### config.mk
export PLATFORM = sky130hd
export DESIGN_NAME = mac_desc_ring
export DESIGN_NICKNAME = d
export VERILOG_FILES = /design/src/rtl/mac_ring_pkg.sv /design/src/rtl/ring_ctrl.sv /design/src/rtl/ring_datapath.sv /design/src/rtl/mac_desc_ring.sv
export SDC_FILE = /design/constraint.sdc
export NUM_CORES = 1
export LEC_CHECK = 0
export BUFFER_PORTS_ARGS = -buffer_cell sky130_fd_sc_hd__buf_2
export CAP_MARGIN = 40
export CORE_ASPECT_RATIO = 1.4
export CORE_UTILIZATION = 50
export DETAILED_ROUTE_END_ITERATION = 10
export PLACE_DENSITY = 0.72
export SLEW_MARGIN = 10
export SYNTH_ARGS = -nofsm -noshare
export SYNTH_HDL_FRONTEND = slang
export SYNTH_SLANG_ARGS = --single-unit
### constraint.sdc
create_clock -name clk -period 4 [get_ports clk]
set_clock_uncertainty 0.2 [all_clocks]
set_input_delay 0.6 -clock clk [delete_from_list [all_inputs] [get_ports clk]]
set_output_delay 0.6 -clock clk [all_outputs]
set_load 0.005 [all_outputs]
### src/rtl/mac_ring_pkg.sv
package mac_ring_pkg;

  // register kinds inside a slot
  localparam logic [1:0] KIND_ADDR = 2'd0;
  localparam logic [1:0] KIND_LEN  = 2'd1;
  localparam logic [1:0] KIND_STAT = 2'd2;

  // strobes from control to datapath
  typedef struct packed {
    logic txRecord;  // store send result in current slot
    logic rxRecord;  // store received frame in current slot
    logic rxMiss;    // frame arrived with no slot available
  } ringStrobe_t;

endpackage

### src/rtl/ring_ctrl.sv
module ring_ctrl
  import mac_ring_pkg::*;
#(
  parameter int RING_DEPTH = 4,
  localparam int IDX_W = $clog2(RING_DEPTH)
) (
  input  logic             clk,
  input  logic             rstN,
  input  logic             txCurReady,
  input  logic             rxCurReady,
  input  logic             txComplete,
  input  logic             rxFrameEnd,
  output logic [IDX_W-1:0] txIdx,
  output logic [IDX_W-1:0] rxIdx,
  output logic             missPending,
  output logic             txReq,
  output ringStrobe_t      strobe
);

  function automatic logic [IDX_W-1:0] nextIdx(input logic [IDX_W-1:0] cur);
    return (cur == IDX_W'(RING_DEPTH - 1)) ? '0 : cur + 1'b1;
  endfunction

  always_comb begin
    txReq           = txCurReady;
    strobe.txRecord = txComplete && txCurReady;
    strobe.rxRecord = rxFrameEnd && rxCurReady;
    strobe.rxMiss   = rxFrameEnd && !rxCurReady;
  end

  always_ff @(posedge clk) begin
    if (!rstN) begin
      txIdx       <= '0;
      rxIdx       <= '0;
      missPending <= 1'b0;
    end else begin
      if (strobe.txRecord) txIdx <= nextIdx(txIdx);
      if (strobe.rxRecord) begin
        rxIdx       <= nextIdx(rxIdx);
        missPending <= 1'b0;
      end else if (strobe.rxMiss) begin
        missPending <= 1'b1;
      end
    end
  end

  // a dropped frame leaves a pending missed mark
  a_r9_miss_marked: assert property (@(posedge clk) disable iff (!rstN)
    (rxFrameEnd && !rxCurReady) |=> missPending);

  // without a completion on a ready slot the send index holds
  a_r5_tx_hold: assert property (@(posedge clk) disable iff (!rstN)
    !(txComplete && txCurReady) |=> $stable(txIdx));

endmodule

### src/rtl/ring_datapath.sv
module ring_datapath
  import mac_ring_pkg::*;
#(
  parameter int RING_DEPTH = 4,
  parameter int ALIGN_BITS = 11,
  parameter int TX_LEN_W   = 11,
  parameter int TX_LEN_MAX = 1518,
  parameter int RX_LEN_W   = 14,
  parameter int RX_FLAG_W  = 9,
  localparam int IDX_W     = $clog2(RING_DEPTH),
  localparam int REG_AW    = 1 + IDX_W + 2,
  localparam int RX_STAT_W = RX_LEN_W + RX_FLAG_W + 2
) (
  input  logic                 clk,
  input  logic                 rstN,
  input  logic                 regWrEn,
  input  logic [REG_AW-1:0]    regAddr,
  input  logic [31:0]          regWrData,
  output logic [31:0]          regRdData,
  input  logic [IDX_W-1:0]     txIdx,
  input  logic [IDX_W-1:0]     rxIdx,
  input  logic                 missPending,
  input  ringStrobe_t          strobe,
  input  logic                 txAbort,
  input  logic                 txExcessCol,
  input  logic [3:0]           txColCount,
  input  logic [RX_LEN_W-1:0]  rxLen,
  input  logic [RX_FLAG_W-1:0] rxFlags,
  output logic                 txCurReady,
  output logic                 rxCurReady,
  output logic [31:0]          txBufAddr,
  output logic [TX_LEN_W-1:0]  txLen,
  output logic [31:0]          rxBufAddr
);

  logic                  regRing;
  logic [IDX_W-1:0]      regSlot;
  logic [1:0]            regKind;

  logic [31:ALIGN_BITS]  txBase [RING_DEPTH];
  logic                  txEn   [RING_DEPTH];
  logic                  txDone [RING_DEPTH];
  logic [TX_LEN_W-1:0]   txLenR [RING_DEPTH];
  logic [5:0]            txStat [RING_DEPTH];
  logic [31:ALIGN_BITS]  rxBase [RING_DEPTH];
  logic                  rxEn   [RING_DEPTH];
  logic                  rxDone [RING_DEPTH];
  logic [RX_STAT_W-1:0]  rxStat [RING_DEPTH];

  logic                  rxSummary;

  assign regRing   = regAddr[REG_AW-1];
  assign regSlot   = regAddr[IDX_W+1:2];
  assign regKind   = regAddr[1:0];
  assign rxSummary = |rxFlags[RX_FLAG_W-2:0];

  always_ff @(posedge clk) begin
    for (int s = 0; s < RING_DEPTH; s++) begin
      if (!rstN) begin
        txBase[s] <= '0; txEn[s] <= 1'b0; txDone[s] <= 1'b0;
        txLenR[s] <= '0; txStat[s] <= '0;
        rxBase[s] <= '0; rxEn[s] <= 1'b0; rxDone[s] <= 1'b0;
        rxStat[s] <= '0;
      end else begin
        // send ring slot
        if (regWrEn && !regRing && regSlot == IDX_W'(s) && regKind == KIND_ADDR) begin
          txBase[s] <= regWrData[31:ALIGN_BITS];
          txEn[s]   <= regWrData[0];
          txDone[s] <= 1'b0;
        end else if (strobe.txRecord && txIdx == IDX_W'(s)) begin
          txDone[s] <= 1'b1;
        end
        if (regWrEn && !regRing && regSlot == IDX_W'(s) && regKind == KIND_LEN)
          txLenR[s] <= regWrData[TX_LEN_W-1:0];
        if (strobe.txRecord && txIdx == IDX_W'(s))
          txStat[s] <= {txColCount, txExcessCol, txAbort};
        // receive ring slot
        if (regWrEn && regRing && regSlot == IDX_W'(s) && regKind == KIND_ADDR) begin
          rxBase[s] <= regWrData[31:ALIGN_BITS];
          rxEn[s]   <= regWrData[0];
          rxDone[s] <= 1'b0;
        end else if (strobe.rxRecord && rxIdx == IDX_W'(s)) begin
          rxDone[s] <= 1'b1;
        end
        if (strobe.rxRecord && rxIdx == IDX_W'(s))
          rxStat[s] <= {rxSummary, rxFlags, missPending, rxLen};
      end
    end
  end

  always_comb begin
    txCurReady = txEn[txIdx] && !txDone[txIdx];
    rxCurReady = rxEn[rxIdx] && !rxDone[rxIdx];
    txBufAddr  = '0;
    txBufAddr[31:ALIGN_BITS] = txBase[txIdx];
    rxBufAddr  = '0;
    rxBufAddr[31:ALIGN_BITS] = rxBase[rxIdx];
    txLen = (txLenR[txIdx] > TX_LEN_W'(TX_LEN_MAX)) ? TX_LEN_W'(TX_LEN_MAX) : txLenR[txIdx];
  end

  always_comb begin
    regRdData = '0;
    case (regKind)
      KIND_ADDR: begin
        if (!regRing) begin
          regRdData[31:ALIGN_BITS] = txBase[regSlot];
          regRdData[1] = txDone[regSlot];
          regRdData[0] = txEn[regSlot];
          if (regSlot == '0) regRdData[IDX_W+1:2] = txIdx;
        end else begin
          regRdData[31:ALIGN_BITS] = rxBase[regSlot];
          regRdData[1] = rxDone[regSlot];
          regRdData[0] = rxEn[regSlot];
          if (regSlot == '0) regRdData[IDX_W+1:2] = rxIdx;
        end
      end
      KIND_LEN:  if (!regRing) regRdData[TX_LEN_W-1:0] = txLenR[regSlot];
      KIND_STAT: begin
        if (!regRing) regRdData[5:0] = txStat[regSlot];
        else          regRdData[RX_STAT_W-1:0] = rxStat[regSlot];
      end
      default: regRdData = '0;
    endcase
  end

  // a recorded send leaves the serviced slot marked done
  a_r4_done_set: assert property (@(posedge clk) disable iff (!rstN)
    (strobe.txRecord && !regWrEn) |=> txDone[$past(txIdx)]);

  // a stored frame leaves the serviced slot marked done
  a_r8_done_set: assert property (@(posedge clk) disable iff (!rstN)
    (strobe.rxRecord && !regWrEn) |=> rxDone[$past(rxIdx)]);

endmodule

### src/rtl/mac_desc_ring.sv
module mac_desc_ring
  import mac_ring_pkg::*;
#(
  parameter int RING_DEPTH = 4,
  parameter int ALIGN_BITS = 11,
  parameter int TX_LEN_W   = 11,
  parameter int TX_LEN_MAX = 1518,
  parameter int RX_LEN_W   = 14,
  parameter int RX_FLAG_W  = 9,
  localparam int IDX_W     = $clog2(RING_DEPTH),
  localparam int REG_AW    = 1 + IDX_W + 2
) (
  input  logic                 clk,
  input  logic                 rstN,
  input  logic                 regWrEn,
  input  logic [REG_AW-1:0]    regAddr,
  input  logic [31:0]          regWrData,
  output logic [31:0]          regRdData,
  output logic                 txReq,
  output logic [31:0]          txBufAddr,
  output logic [TX_LEN_W-1:0]  txLen,
  input  logic                 txComplete,
  input  logic                 txAbort,
  input  logic                 txExcessCol,
  input  logic [3:0]           txColCount,
  output logic                 rxBufReady,
  output logic [31:0]          rxBufAddr,
  input  logic                 rxFrameEnd,
  input  logic [RX_LEN_W-1:0]  rxLen,
  input  logic [RX_FLAG_W-1:0] rxFlags
);

  logic [IDX_W-1:0] txIdx;
  logic [IDX_W-1:0] rxIdx;
  logic             missPending;
  logic             txCurReady;
  logic             rxCurReady;
  ringStrobe_t      strobe;

  ring_ctrl #(.RING_DEPTH(RING_DEPTH)) u_ctrl (
    .clk(clk), .rstN(rstN),
    .txCurReady(txCurReady), .rxCurReady(rxCurReady),
    .txComplete(txComplete), .rxFrameEnd(rxFrameEnd),
    .txIdx(txIdx), .rxIdx(rxIdx), .missPending(missPending),
    .txReq(txReq), .strobe(strobe)
  );

  ring_datapath #(
    .RING_DEPTH(RING_DEPTH), .ALIGN_BITS(ALIGN_BITS), .TX_LEN_W(TX_LEN_W),
    .TX_LEN_MAX(TX_LEN_MAX), .RX_LEN_W(RX_LEN_W), .RX_FLAG_W(RX_FLAG_W)
  ) u_data (
    .clk(clk), .rstN(rstN),
    .regWrEn(regWrEn), .regAddr(regAddr), .regWrData(regWrData), .regRdData(regRdData),
    .txIdx(txIdx), .rxIdx(rxIdx), .missPending(missPending), .strobe(strobe),
    .txAbort(txAbort), .txExcessCol(txExcessCol), .txColCount(txColCount),
    .rxLen(rxLen), .rxFlags(rxFlags),
    .txCurReady(txCurReady), .rxCurReady(rxCurReady),
    .txBufAddr(txBufAddr), .txLen(txLen), .rxBufAddr(rxBufAddr)
  );

  assign rxBufReady = rxCurReady;

  // the offered byte count never exceeds the cap
  a_r3_len_cap: assert property (@(posedge clk) disable iff (!rstN)
    txReq |-> (txLen <= TX_LEN_W'(TX_LEN_MAX)));

  // an accepted completion moves the send index
  a_r4_tx_advance: assert property (@(posedge clk) disable iff (!rstN)
    (txComplete && txReq) |=> (txIdx != $past(txIdx)));

  // a dropped frame leaves the receive index where it was
  a_r9_rx_hold: assert property (@(posedge clk) disable iff (!rstN)
    (rxFrameEnd && !rxBufReady) |=> $stable(rxIdx));

endmodule

# Word-level counts from Yosys, hierarchy flattened
# Memories as Yosys holds them, arrays and structs flattened. A register that Yosys moved wholly into a read port is not among the register bits.
# Cells that the tools add are included.
op_classes:
  shifts: 0
  reduce_logical: 45
  order_cmp: 1
  eq_ne: 11
  n_mux: 157
  multipliers: 0
  n_bitwise: 45
  div_mod_pow: 0
  n_addsub: 2
ops:
  columns: ["cell", "n"]
  rows:
  - ["$mux W21", 9]
  - ["$mux W1", 109]
  - ["$mux W25", 4]
  - ["$mux W11", 6]
  - ["$or A1 B1 Y1", 44]
  - ["$mux W2", 18]
  - ["$logic_and A1 B1 Y1", 35]
  - ["$mux W6", 5]
  - ["$pmux W14 S2", 1]
  - ["$mux W19", 1]
  - ["$eq A2 B2 Y1 const B", 7]
  - ["$pmux W7 S2", 1]
  - ["$pmux W4 S3", 1]
  - ["$gt A11 B11 Y1 const B", 1]
  - ["$eq A2 B1 Y1 const B", 4]
  - ["$logic_not A2 Y1", 4]
  - ["$reduce_or A8 Y1", 1]
  - ["$mux W7", 1]
  - ["$add A2 B1 Y2 const B", 2]
  - ["$logic_not A1 Y1", 4]
  - ["$mux W4", 1]
  - ["$reduce_or A2 Y1", 1]
  - ["$not A1 Y1", 1]
totals:
  mem_bits_ro: 0
  ramBits: 352
  n_memories: 9
  reg_bits: 5
  latch_bits: 0
  input_bits: 71
  elab_cells: 273
memory_table:
  columns: ["memory", "words", "word_bits", "rd", "rd_clocked_by_memory_dff", "wr", "line_no", "rtl"]
  rows:
  - ["u_data.rxStat", 4, 25, 1, 0, 4, "ring_datapath.sv:48", "logic [RX_STAT_W-1:0] rxStat [RING_DEPTH];"]
  - ["u_data.rxBase", 4, 21, 2, 1, 4, "ring_datapath.sv:45", "logic [31:ALIGN_BITS] rxBase [RING_DEPTH];"]
  - ["u_data.txBase", 4, 21, 2, 1, 4, "ring_datapath.sv:40", "logic [31:ALIGN_BITS] txBase [RING_DEPTH];"]
  - ["u_data.txLenR", 4, 11, 2, 1, 4, "ring_datapath.sv:43", "logic [TX_LEN_W-1:0] txLenR [RING_DEPTH];"]
  - ["u_data.txStat", 4, 6, 1, 0, 4, "ring_datapath.sv:44", "logic [5:0] txStat [RING_DEPTH];"]
  - ["u_data.rxDone", 4, 1, 2, 1, 4, "ring_datapath.sv:47", "logic rxDone [RING_DEPTH];"]
  - ["+3 memories", null, null, null, null, null, null, null]

# Logic depth before layout (Yosys ltp)
logic_depth:
  ltp_word: 9
  mapped_depth: 8

# Modules after synthesis
# Synthesis repeated with hierarchy kept, for this count alone.
hier_totals:
  cells_unflattened: 1181
  area_unflattened_um2: 17962.2
by_module_without_submodules:
  columns: ["mod", "instances", "seq_area_each_um2", "area_each_um2", "cells_each"]
  rows:
  - ["ring_datapath", 1, 10530.1, 17700.7, 1156]
  - ["ring_ctrl", 1, 100.1, 261.5, 25]

# Least setup slack after synthesis
# Ideal clock, no wire load.
synth_path:
  kind: "register to register"
  startpoint: "memory u_data.rxDone[3]"
  endpoint: "memory u_data.rxStat[2][0] in the netlist's numbering (enable)"
  setup_ns: 0.442
  setup_slack_ns: 0.322
  arrival_time_ns: 3.036
  stages_incl_launch_ff: 6
  required_time_ns: 3.358
  period_less_slack_ns: 3.678
  path_cell_list: "edfxtp_1 > nand2b_1 > mux4_2 > inv_4 > nand2_1 > o21ai_0"
synth_rtl:
  columns: ["item", "line_no"]
  rows:
  - ["start: declaration", "ring_datapath.sv:47"]
  - ["end: declaration", "ring_datapath.sv:48"]

==> out/results.txt <==
number of vias per cell: 5.86
Clk Latency, worst-skew pair: 0.53 ns
global placer's final weighted congestion: 0.835
nets: 1443
CP startpoint kind: flop
DRC viols: 0
Reg2Reg Depth: 4
Rows: 82
CP endpoint kind: output pin
worst hold path type: input port to flop
Post-Syn Area: 18300 sq um
Unique masters post-synth: 47
H-Tree Depth: 2
Lkg Pwr: 7.71 nW
WP buf/inv: 1
number of clock sinks: 361
TritonCTS clock tree: done
antenna violations before repair: 4
Synth Register Bits: 361
vias in the first global route: 11300
max_slew headroom: 45.0%
clk slew on worst S/H paths: 0.07 ns
post-DP HPWL: 29600 um
filler cell count: 2811
CP Cell Sequence: mux4_2 -> nand2b_1 -> nor4b_2 -> or3_1 -> buf_2
GR Util All Layers: 24.8%
required time worst endpoint: 3.20 ns
first-pass GRT wire length: 67800 um
setup violators final: 0
die area: 37400 sq um
multi-input logic area: 7030 sq um
share of layout cells above drive strength 1: 32.5%
Setup CP Type: flop to output pin
area fraction of the dominant cell type after synthesis: 57.1%
final worst path period share: 89.1%
Tmin final: 3.56 ns
Syn Inst Count: 1195
Post-CTS Setup Repair Bufs: 0
global route overflow: 0
starting density of the core: 50.9%
clk buf depth: 3
total negative slack: 0 ns
EDFF count, synth: 348
register area: 10700 sq um
Worst path max stage delay: 0.79 ns
vias: 10800
area leader, netlist: edfxtp_1
core area: 35900 sq um
Area contributors post-synth: edfxtp_1 (57%), mux4_2 (18%), and2_1 (11%), dfxtp_1 (1.4%), buf_4 (1.1%)
part of the Yosys area used for sequential elements: 58.6%
DRT antenna net count: 0
DR pass1 iterations: 5
PnR Total Power: 8.93 mW
outcome: finished, final reports clean
wirelength, routed: 45500 um
commonest non-fill, non-tap cell in the layout: edfxtp_1
Max Slew Vio Count: 0
fraction of registers with async set/reset: 0%
Largest delay share family, worst path: flip-flops
chip height: 228 um
hold path cells: 2
peak supply drop: 0.316 mV
R2R setup slack: 0.98 ns
CP arrival: 2.76 ns
PD cells: 428 nW/um^2
worst hold endpoint: u_data.rxStat[0][7]
crit path max fanout: 17
max frequency: 0.281 GHz
Max stage delay cell, worst path: dfxtp_2
clock buffers created by TritonCTS: 36
most frequent cells in the layout: edfxtp_1 (348), and2_1 (318), buf_2 (155), mux4_2 (143), buf_4 (52)
Synth Warn #: 0
Ports: 180
HP Start: rxLen[7]
largest net degree at the start of global routing: 43
RSZ-0062 raised after global routing: false
CTS Hold Bufs: 0
FF-to-FF End: u_data.txStat[1][2]
post-CTS sizing: 0
Die Wd: 164 um
Syn Area/Cell: 15.3 sq um
worst slew pin tran: 0.825 ns
max-cap violation count: 0
P&R area growth vs syn: 14.2%
Fin. Hold Viols: 0
port bufs: 157
Iteration-0 DRC Markers: 807
top_reg_cell synth: edfxtp_1
clock root buffer: clkbuf_16
Wirelength per Cell: 24.6 um
## where the power goes
part           internal (mW)  total, mW  switching (mW)  leakage, nW
logic                  0.438      0.934           0.497         3.59
registers               4.34       4.43          0.0936         3.53
clock network           2.15       3.56            1.42        0.594
## worst max path at each step
stage	endpoint	slack, ns	depth (start not counted)	from
6_report	txLen[1]	0.44	5	flop
5_1_grt	txLen[1]	0.28	5	flop
4_1_cts	txBufAddr[12]	0.39	4	flop
3_5_place_dp	regRdData[8]	0.56	6	regAddr[2]
3_3_place_gp	regRdData[1]	0.59	6	regAddr[2]
2_1_floorplan	u_data.rxStat[2][0]	0.32	5	u_data.rxDone[3]
## logic make-up after synthesis
| group | after synthesis | share of synthesized area, % |
|---|---|---|
| AOI/OAI and AO/OA | 77 | 2.84 |
| adders and majority gates | 12 | 0.821 |
| buffers and inverters | 129 | 3.67 |
| DFF | 361 | 58.6 |
| muxes | 168 | 19.1 |
| other | 1 | 0.0205 |
| and+or+nand+nor | 447 | 15.0 |
## synthesized netlist by cell type (2+ instances only)
library cell,count
edfxtp_1,348
and2_1,318
mux4_2,143
nor2_1,44
clkbuf_1,43
buf_4,27
o21ai_0,24
inv_1,21
buf_2,20
nand2_1,20
mux2_2,18
nor2b_1,18
a22o_1,15
dfxtp_1,13
ha_1,12
nand2b_1,12
a21o_1,11
a21oi_1,8
a22oi_1,7
buf_6,7
mux2i_1,7
buf_1,5
or2_2,5
clkbuf_2,4
nand3_1,4
nand4_1,4
a31oi_1,3
nand3b_1,3
nand4_4,3
o21a_1,3
or3_1,3
a32oi_1,2
a41oi_1,2
and4_1,2
nor3b_1,2
nor4_4,2
or4_1,2
## area by class of cell
class | instances | area share (%)
sequential | 361 | 51.3
timing repair buffer | 212 | 5.97
tap | 462 | 2.77
multi-input combinational | 726 | 33.7
inverter | 23 | 0.425
clock buffer | 44 | 4.56
antenna | 1 | 0.0120
clock inverter | 20 | 1.31
## metrics by stage
step	hold WS, ns	std cells	cell area (sq um)	worst slack, ns	utilization (%)
floorplan	0.245	1216	18400	0.322	-
global placement	0.279	1782	19600	0.594	54.6
detailed placement	0.279	1784	19700	0.561	54.7
CTS	0.154	1848	20900	0.389	58.1
global route	0.165	1849	20900	0.275	58.1
finish	0.169	1849	20900	0.438	58.1
## registers in the layout, summed over array words and instances, names as in the netlist, named ones only
name	count
u_data.txEn	4
u_data.txDone	4
u_data.rxStat	100
u_ctrl.txIdx	2
u_data.rxDone	4
u_data.txStat	24
u_ctrl.rxIdx	2
u_ctrl.missPending	1
u_data.txLenR	44
u_data.rxBase	84
u_data.txBase	84
u_data.rxEn	4
## metal layers
layer / wire [um] / track usage, % / vias to the layer above
met4: 1030 / 7.18 / 6
met2: 24500 / 44.7 / 403
li1: - / - / 4785
met5: 35 / 0 / -
met1: 16900 / 30.5 / 5569
met3: 3000 / 3.98 / 65
Note: power is estimated with default switching activity, not from simulation.
